==> config.mk <==
export PLATFORM = sky130hd
export DESIGN_NAME = cal_timebase
export DESIGN_NICKNAME = d
export VERILOG_FILES = /design/src/rtl/ctb_pkg.sv /design/src/rtl/ctb_prescale.sv /design/src/rtl/ctb_stage.sv /design/src/rtl/ctb_cycle.sv /design/src/rtl/ctb_testwave.sv /design/src/rtl/cal_timebase.sv
export SDC_FILE = /design/constraint.sdc
export NUM_CORES = 1
export LEC_CHECK = 0
export ABC_AREA = 1
export BUFFER_PORTS_ARGS = -buffer_cell sky130_fd_sc_hd__buf_4
export CAP_MARGIN = 10
export CELL_PAD_IN_SITES_DETAIL_PLACEMENT = 1
export CELL_PAD_IN_SITES_GLOBAL_PLACEMENT = 1
export CORE_ASPECT_RATIO = 0.5
export CORE_MARGIN = 10
export CORE_UTILIZATION = 44
export DETAILED_ROUTE_END_ITERATION = 8
export GPL_ROUTABILITY_DRIVEN = 0
export PLACE_DENSITY = 0.88
export SLEW_MARGIN = 40
export SYNTH_ARGS = -nofsm -noshare
export SYNTH_HDL_FRONTEND = slang
export SYNTH_SLANG_ARGS = --single-unit
==> constraint.sdc <==
create_clock -name clk_i -period 2.55 [get_ports clk_i]
set_input_delay 0.255 -clock clk_i [delete_from_list [all_inputs] [get_ports clk_i]]
set_output_delay 0.255 -clock clk_i [all_outputs]
set_load 0.01 [all_outputs]
==> src/rtl/ctb_pkg.sv <==
package ctb_pkg;
  localparam int CAL_W = 5;

  typedef struct packed {
    logic             plus;
    logic [CAL_W-1:0] mag;
  } cal_t;
endpackage

==> src/rtl/ctb_prescale.sv <==
// Divide-by-stage counter; one stage period can be stretched by half.
module ctb_prescale #(
  parameter int PRE_DIV = 256
) (
  input  logic clk_i,
  input  logic rst_i,
  input  logic step_i,
  input  logic stretch_i,
  output logic stage_end_o
);
  localparam int LONG = PRE_DIV + PRE_DIV / 2;
  localparam int PW   = $clog2(LONG);

  logic [PW-1:0] cnt_q;
  logic [PW-1:0] last;

  assign last        = stretch_i ? PW'(LONG - 1) : PW'(PRE_DIV - 1);
  assign stage_end_o = step_i && (cnt_q == last);

  always_ff @(posedge clk_i) begin
    if (rst_i) begin
      cnt_q <= '0;
    end else if (step_i) begin
      cnt_q <= stage_end_o ? '0 : cnt_q + 1'b1;
    end
  end
endmodule

==> src/rtl/ctb_stage.sv <==
// Counts stage periods per second; one stage can be dropped.
module ctb_stage #(
  parameter int STAGES_PER_SEC = 128
) (
  input  logic clk_i,
  input  logic rst_i,
  input  logic stage_end_i,
  input  logic drop_i,
  output logic first_o,
  output logic sec_end_o
);
  localparam int SW = (STAGES_PER_SEC > 1) ? $clog2(STAGES_PER_SEC) : 1;

  logic [SW-1:0] cnt_q;
  logic [SW-1:0] last;

  assign last      = drop_i ? SW'(STAGES_PER_SEC - 2) : SW'(STAGES_PER_SEC - 1);
  assign first_o   = (cnt_q == '0);
  assign sec_end_o = stage_end_i && (cnt_q == last);

  always_ff @(posedge clk_i) begin
    if (rst_i) begin
      cnt_q <= '0;
    end else if (stage_end_i) begin
      cnt_q <= sec_end_o ? '0 : cnt_q + 1'b1;
    end
  end
endmodule

==> src/rtl/ctb_cycle.sv <==
// Second/minute position in the correction cycle and calibration capture.
module ctb_cycle
  import ctb_pkg::*;
#(
  parameter int SECS_PER_MIN   = 60,
  parameter int MINS_PER_CYCLE = 64,
  localparam int MIN_W = $clog2(MINS_PER_CYCLE)
) (
  input  logic             clk_i,
  input  logic             rst_i,
  input  logic             sec_end_i,
  input  cal_t             cal_i,
  output logic [MIN_W-1:0] min_idx_o,
  output logic             shorten_o,
  output logic             lengthen_o
);
  localparam int SW = (SECS_PER_MIN > 1) ? $clog2(SECS_PER_MIN) : 1;
  localparam int CW = (MIN_W > CAL_W + 1) ? MIN_W : CAL_W + 1;

  logic [SW-1:0]    sec_q;
  logic [MIN_W-1:0] min_q;
  cal_t             cal_q;
  logic             mod_now;

  assign mod_now    = (sec_q == '0) && (CW'(min_q) < CW'({cal_q.mag, 1'b0}));
  assign shorten_o  = mod_now && cal_q.plus;
  assign lengthen_o = mod_now && !cal_q.plus;
  assign min_idx_o  = min_q;

  always_ff @(posedge clk_i) begin
    if (rst_i) begin
      sec_q <= '0;
      min_q <= '0;
      cal_q <= cal_i;
    end else if (sec_end_i) begin
      if (sec_q == SW'(SECS_PER_MIN - 1)) begin
        sec_q <= '0;
        cal_q <= cal_i;
        min_q <= (min_q == MIN_W'(MINS_PER_CYCLE - 1)) ? '0 : min_q + 1'b1;
      end else begin
        sec_q <= sec_q + 1'b1;
      end
    end
  end
endmodule

==> src/rtl/ctb_testwave.sv <==
// Uncorrected square wave taken straight from the oscillator enables.
module ctb_testwave #(
  parameter int TEST_HALF = 32
) (
  input  logic clk_i,
  input  logic rst_i,
  input  logic step_i,
  output logic wave_o
);
  logic wave_q;
  assign wave_o = wave_q;

  generate
    if (TEST_HALF <= 1) begin : g_direct
      always_ff @(posedge clk_i) begin
        if (rst_i)       wave_q <= 1'b0;
        else if (step_i) wave_q <= !wave_q;
      end
    end else begin : g_count
      localparam int HW = $clog2(TEST_HALF);
      logic [HW-1:0] cnt_q;
      logic          wrap;
      assign wrap = (cnt_q == HW'(TEST_HALF - 1));
      always_ff @(posedge clk_i) begin
        if (rst_i) begin
          cnt_q  <= '0;
          wave_q <= 1'b0;
        end else if (step_i) begin
          cnt_q <= wrap ? '0 : cnt_q + 1'b1;
          if (wrap) wave_q <= !wave_q;
        end
      end
    end
  endgenerate
endmodule

==> src/rtl/cal_timebase.sv <==
module cal_timebase
  import ctb_pkg::*;
#(
  parameter int PRE_DIV        = 256,
  parameter int STAGES_PER_SEC = 128,
  parameter int SECS_PER_MIN   = 60,
  parameter int MINS_PER_CYCLE = 64,
  parameter int TEST_HALF      = 32
) (
  input  logic                              clk_i,
  input  logic                              rst_i,
  input  logic                              osc_en_i,
  input  logic                              stop_i,
  input  logic [ctb_pkg::CAL_W-1:0]         cal_mag_i,
  input  logic                              cal_plus_i,
  output logic                              tick_o,
  output logic                              test_sq_o,
  output logic [$clog2(MINS_PER_CYCLE)-1:0] min_idx_o
);
  logic step;
  logic stage_end;
  logic sec_end;
  logic first_stage;
  logic shorten;
  logic lengthen;
  logic tick_q;
  cal_t cal_in;

  assign step   = osc_en_i && !stop_i;
  assign cal_in = '{plus: cal_plus_i, mag: cal_mag_i};

  ctb_prescale #(.PRE_DIV(PRE_DIV)) i_prescale (
    .clk_i      (clk_i),
    .rst_i      (rst_i),
    .step_i     (step),
    .stretch_i  (lengthen && first_stage),
    .stage_end_o(stage_end)
  );

  ctb_stage #(.STAGES_PER_SEC(STAGES_PER_SEC)) i_stage (
    .clk_i      (clk_i),
    .rst_i      (rst_i),
    .stage_end_i(stage_end),
    .drop_i     (shorten),
    .first_o    (first_stage),
    .sec_end_o  (sec_end)
  );

  ctb_cycle #(
    .SECS_PER_MIN  (SECS_PER_MIN),
    .MINS_PER_CYCLE(MINS_PER_CYCLE)
  ) i_cycle (
    .clk_i     (clk_i),
    .rst_i     (rst_i),
    .sec_end_i (sec_end),
    .cal_i     (cal_in),
    .min_idx_o (min_idx_o),
    .shorten_o (shorten),
    .lengthen_o(lengthen)
  );

  ctb_testwave #(.TEST_HALF(TEST_HALF)) i_testwave (
    .clk_i (clk_i),
    .rst_i (rst_i),
    .step_i(step),
    .wave_o(test_sq_o)
  );

  always_ff @(posedge clk_i) begin
    if (rst_i) tick_q <= 1'b0;
    else       tick_q <= sec_end;
  end
  assign tick_o = tick_q;
endmodule

# Word level (Yosys, flattened, before mapping)
# Index checks and enable logic that the tools add are counted.
[word_totals]
reg_bits = 41
inputBits = 10
[classes]
addsub = 5
magnitude_cmp = 1
n_eq_ne = 5
mux = 10
n_reduce_logical = 17
[ops]
columns = ["cell", "n"]
rows = [
  ["$mux 6", 5],
  ["$mux 9", 2],
  ["$add 6x1->6 const B", 2],
  ["$eq 6x6->1 const B", 2],
  ["$add 9x1->9 const B", 1],
  ["$eq 9x9->1", 1],
  ["$add 7x1->7 const B", 1],
  ["$eq 7x7->1", 1],
  ["$logic_and 1x1->1", 7],
  ["$logic_not 7->1", 1],
  ["$mux 7", 1],
  ["$logic_not 6->1", 1],
  ["$lt 6x6->1", 1],
  ["$reduce_and 2->1", 3],
  ["$add 5x1->5 const B", 1],
  ["$eq 5x5->1 const B", 1],
  ["$mux 5", 1],
  ["$reduce_bool 2->1", 2],
  ["$logic_not 1->1", 3],
  ["$mux 1", 1],
]

# Logic depth before layout (Yosys ltp)
[logic_depth]
ltp_word = 10
mapped_depth = 17

# Hierarchy
# From an unflattened synthesis, not the netlist that was laid out.
[hier_totals]
cells_unflattened = 292
hier_area_um2 = 2168.3
[by_module_without_submodules]
columns = ["mod", "instances", "cells_per_inst", "area_per_inst_um2", "seq_area_each_um2"]
rows = [
  ["ctb_cycle", 1, 120, 954.7, 420.4],
  ["ctb_prescale", 1, 68, 479.2, 180.2],
  ["ctb_stage", 1, 63, 420.4, 140.1],
  ["ctb_testwave", 1, 34, 266.5, 120.1],
  ["cal_timebase", 1, 7, 47.5, 20.0],
]

# Worst setup path after synthesis
# No wires, ideal clock.
[synth_path]
path_kind = "register to register"
startpoint = "register i_cycle.min_q[5], in the netlist i_cycle.min_idx_o[5]"
endpoint = "register i_cycle.cal_q[0] (netlist name), enable pin"
arrival_ns = 1.601
required_time_ns = 2.245
path_slack_ns = 0.644
stages_incl_launch_ff = 11
period_less_slack_ns = 1.906
path_cell_list = "dfxtp_1 > ha_1 > nand2_1 > nand3_1 > nor2_2 > nand4_1 > nand2_1 > nand2_4 > nor2_8 > nand2_4 > nand2_4"
[synth_via]
elab_chain_cells = 10
elab_cells_between_ends = 13
cone_classes = "order compare: 1; eq/ne: 2; mux: 2; reduce/logical: 8"
[synth_rtl]
columns = ["element", "line", "rtl"]
rows = [
  ["start, declared", "ctb_cycle.sv:21", "logic [MIN_W-1:0] min_q;"],
  ["start signal, assigned", "ctb_cycle.sv:39", "min_q <= (min_q == MIN_W'(MINS_PER_CYCLE - 1)) ? '0 : min_q + 1'b1;"],
  ["$lt 6x6->1 *", "ctb_cycle.sv:25", "assign mod_now = (sec_q == '0) && (CW'(min_q) < CW'({cal_q.mag, 1'b0}));"],
  ["$logic_and 1x1->1 *", "ctb_cycle.sv:25", ""],
  ["$logic_and 1x1->1", "ctb_cycle.sv:27", "assign lengthen_o = mod_now && !cal_q.plus;"],
  ["$logic_and 1x1->1", "cal_timebase.sv:36", ".stretch_i (lengthen && first_stage),"],
  ["$mux 9", "ctb_prescale.sv:17", "assign last = stretch_i ? PW'(LONG - 1) : PW'(PRE_DIV - 1);"],
  ["$eq 9x9->1", "ctb_prescale.sv:18", "assign stage_end_o = step_i && (cnt_q == last);"],
  ["$logic_and 1x1->1", "ctb_prescale.sv:18", ""],
  ["$logic_and 1x1->1 *", "ctb_stage.sv:19", "assign sec_end_o = stage_end_i && (cnt_q == last);"],
  ["$reduce_bool 2->1 (no source line) *", "--", ""],
  ["$reduce_and 2->1 (no source line) *", "--", ""],
  ["end signal, assigned", "ctb_cycle.sv:34", "cal_q <= cal_i;"],
  ["end signal, assigned", "ctb_cycle.sv:38", "cal_q <= cal_i;"],
  ["end, declared", "ctb_cycle.sv:22", "cal_t cal_q;"],
]
# Every way passes the cells marked *; elsewhere a longest branch is shown, timed or not.
# A chain may end at the register's enable or synchronous reset.

# Worst setup path after layout
[layout_path]
startpoint = "register i_cycle.cal_q[4] (netlist name)"
endpoint = "register i_cycle.min_q[5], in the netlist i_cycle.min_idx_o[5]"
[layout_via]
elab_chain_cells = 9
elab_cells_between_ends = 12
cone_classes = "order compare: 1; eq/ne: 2; mux: 2; reduce/logical: 7"
[layout_rtl]
columns = ["element", "line"]
rows = [
  ["$lt 6x6->1 *", "ctb_cycle.sv:25"],
  ["$logic_and 1x1->1 *", "ctb_cycle.sv:25"],
  ["$logic_and 1x1->1", "ctb_cycle.sv:27"],
  ["$logic_and 1x1->1", "cal_timebase.sv:36"],
  ["$mux 9", "ctb_prescale.sv:17"],
  ["$eq 9x9->1", "ctb_prescale.sv:18"],
  ["$logic_and 1x1->1", "ctb_prescale.sv:18"],
  ["$logic_and 1x1->1 *", "ctb_stage.sv:19"],
  ["$reduce_and 2->1 (no source line) *", "--"],
]
# Marks and branches as above.

==> impl_metrics.env <==
export IMPL_status="completed"
export IMPL_ys_async_sr_fraction=0
export IMPL_path_max_fanout=17
export IMPL_finalPower_uw=1280
export IMPL_cp_num_buf_inv=1
export IMPL_start_util=0.474
export IMPL_final_setup_tns_ps=0
export IMPL_syn_inst=278
export IMPL_grt_max_degree=18
export IMPL_synth_edf_count=6
export IMPL_drtPass1Iterations=4
export IMPL_max_slew_margin=0.642
export IMPL_post_cts_buffers=0
export IMPL_cts_root_buf="clkbuf_8"
export IMPL_endpoint_kind="register"
export IMPL_ys_seq_elements=41
export IMPL_final_common_cell="nand2_1"
export IMPL_slowest_delay_ps=400
export IMPL_coreArea_sq_um=4570
export IMPL_final_cell_area_sq_um=2470
export IMPL_grt_use_total=0.139
export IMPL_hold_violations=0
export IMPL_fin_crit_ps=2280
export IMPL_wl_mm=5.56
export IMPL_nNetsFinal=322
export IMPL_slew_violations=0
export IMPL_start_kind="register"
export IMPL_grt_antenna_before_repair=0
export IMPL_min_delay_start="cal_mag_i[0]"
export IMPL_die_h_um=69.6
export IMPL_period_share=0.896
export IMPL_chipWidth_um=119
export IMPL_drc=0
export IMPL_power_leakage_uw=0.00115
export IMPL_drtAntennaViolNets=0
export IMPL_vias=1848
export IMPL_crit_start="i_cycle.cal_q[4]$_DFFE_PP_"
export IMPL_worst_slew_pin_slew_ps=537
export IMPL_syn2layout_area_growth_pct=14.0
export IMPL_place_hpwl_mm=4.10
export IMPL_grt_setup_unrepaired="no"
export IMPL_antenna_cells=0
export IMPL_layout_common_cells="nand2_1 (53), inv_1 (42), nor2_1 (38)"
export IMPL_path_clk_slew_ps=80
export IMPL_cts_resized=0
export IMPL_viasPerCell=5.04
export IMPL_cts_hold_buf=0
export IMPL_ys_seq_area_frac=0.406
export IMPL_insertion_delay_ps=300
export IMPL_cpMostUsedCell="nand2_1"
export IMPL_drive_gt1_frac=0.140
export IMPL_power_density_nw_per_um2=517
export IMPL_max_freq_ghz=0.438
export IMPL_synth_ff_type="dfxtp_1"
export IMPL_ioPinCount=18
export IMPL_clock_sinks=41
export IMPL_r2r_start="i_cycle.cal_q[4]$_DFFE_PP_"
export IMPL_worst_clock_skew_ps=4.04
export IMPL_placed_cell_area_sq_um=2360
export IMPL_synth_fp_nets=300
export IMPL_cp_data_required_time_ps=2750
export IMPL_cts_made_buffers=5
export IMPL_pre_cts_ws_ps=362
export IMPL_dieArea_sq_um=8300
export IMPL_hold_path_class="in2reg"
export IMPL_crit_arrival_ps=2480
export IMPL_wl_per_cell_um=15.2
export IMPL_h_tree_depth=2
export IMPL_syn_area_per_cell_sq_um=7.80
export IMPL_grt_pass1_wl_mm=9.52
export IMPL_path_cells="inv_1 > ha_1 > nand2_1 > nand3_1 > nor2_2 > nand4_1 > nand2_1 > nand2_4 > nor2_8 > nand2_4 > nand2_4 > nand2_1 > nand2_1 > nor2_1"
export IMPL_setup_viol=0
export IMPL_crit_type="reg2reg"
export IMPL_cts_tree="done"
export IMPL_grt_pass1_vias=2009
export IMPL_grt_overflow_total=0
export IMPL_cpMaxStageDelayCell="edfxtp_1"
export IMPL_timing_final_ws_setup_ps=266
export IMPL_ir_worst_vdd_v=0.000266
export IMPL_yosys_warnings=0
export IMPL_fillCellCount=575
export IMPL_clock_path_buffers=2
export IMPL_drv_cap=0
export IMPL_numPortBuffers=17
export IMPL_num_rows=17
export IMPL_ys_types=33
export IMPL_drt_iter0_drc=86
export IMPL_critPathTopFamily="simple AND/OR/NAND/NOR gates"
export IMPL_syn_area_sq_um=2170
[stage by stage]
step                      utilization  hold WS [ps]  cells
after floorplan                     -           354    278
after global placement          0.516           435    359
after detailed placement        0.516           435    359
after CTS                       0.540           122    367
after global routing            0.540           118    367
final                           0.540           131    367
[sequential cells by signal, indices dropped and copies added, names as in the netlist]
name and flops:
i_testwave.wave_o 1, i_cycle.sec_q 6, i_testwave.g_count.cnt_q 5, i_cycle.cal_q 6, i_prescale.cnt_q 9, i_cycle.min_idx_o 6, i_stage.cnt_q 7, tick_o 1
[power breakdown]
part           internal, uW  switching [uW]
Sequential              668            7.23
Combinational          25.7            40.8
Clock                   294             241
[cell type report]
type | instances | area [sq um] | area share
tap | 66 | 82.6 | 0.0334
clock inverter | 2 | 38.8 | 0.0157
inverter | 46 | 173 | 0.0699
clock buffer | 6 | 72.6 | 0.0294
sequential | 41 | 881 | 0.357
multi-input combinational | 187 | 1080 | 0.437
timing repair buffer | 19 | 143 | 0.0578
[logic make-up (layout without fill, tap and decap cells)]
group | Yosys count | after routing | synth area share
XOR/XNOR | 10 | 10 | 0.0404
buffers and inverters | 50 | 73 | 0.0953
flip-flops | 41 | 41 | 0.406
AND/OR/NAND/NOR | 142 | 142 | 0.333
adder cells (fa/ha/maj) | 12 | 12 | 0.0693
AO/OA/AOI/OAI | 23 | 23 | 0.0554
[synthesized netlist by cell type, drive strengths merged, types with 6 or more instances]
cell type	n	area, sq um
nand2	56	233
inv	45	169
nor2	42	200
dfxtp	35	701
nand3	21	130
a21oi	12	60.1
ha	12	150
nand4	11	68.8
o21ai	8	40.0
xor2	8	70.1
nor3	7	50.1
edfxtp	6	180
[metal layers]
metal / track usage / wire [um]
met1: 0.157 / 2580
met2: 0.242 / 2720
met3: 0.0332 / 134
met4: 0.0626 / 133
met5: 0 / 0
[worst paths after layout]
kind                                       endpoint  slack [ps]  cells past startpoint
hold reg to reg       i_stage.cnt_q[5]$_SDFFE_PP0N_         490                      2
hold / removal           i_cycle.cal_q[0]$_DFFE_PP_         130                      1
setup / recovery  i_cycle.min_idx_o[5]$_SDFFE_PP0P_         270                     14
setup reg to reg  i_cycle.min_idx_o[5]$_SDFFE_PP0P_         270                     14
(Power assumes the default switching activity.)
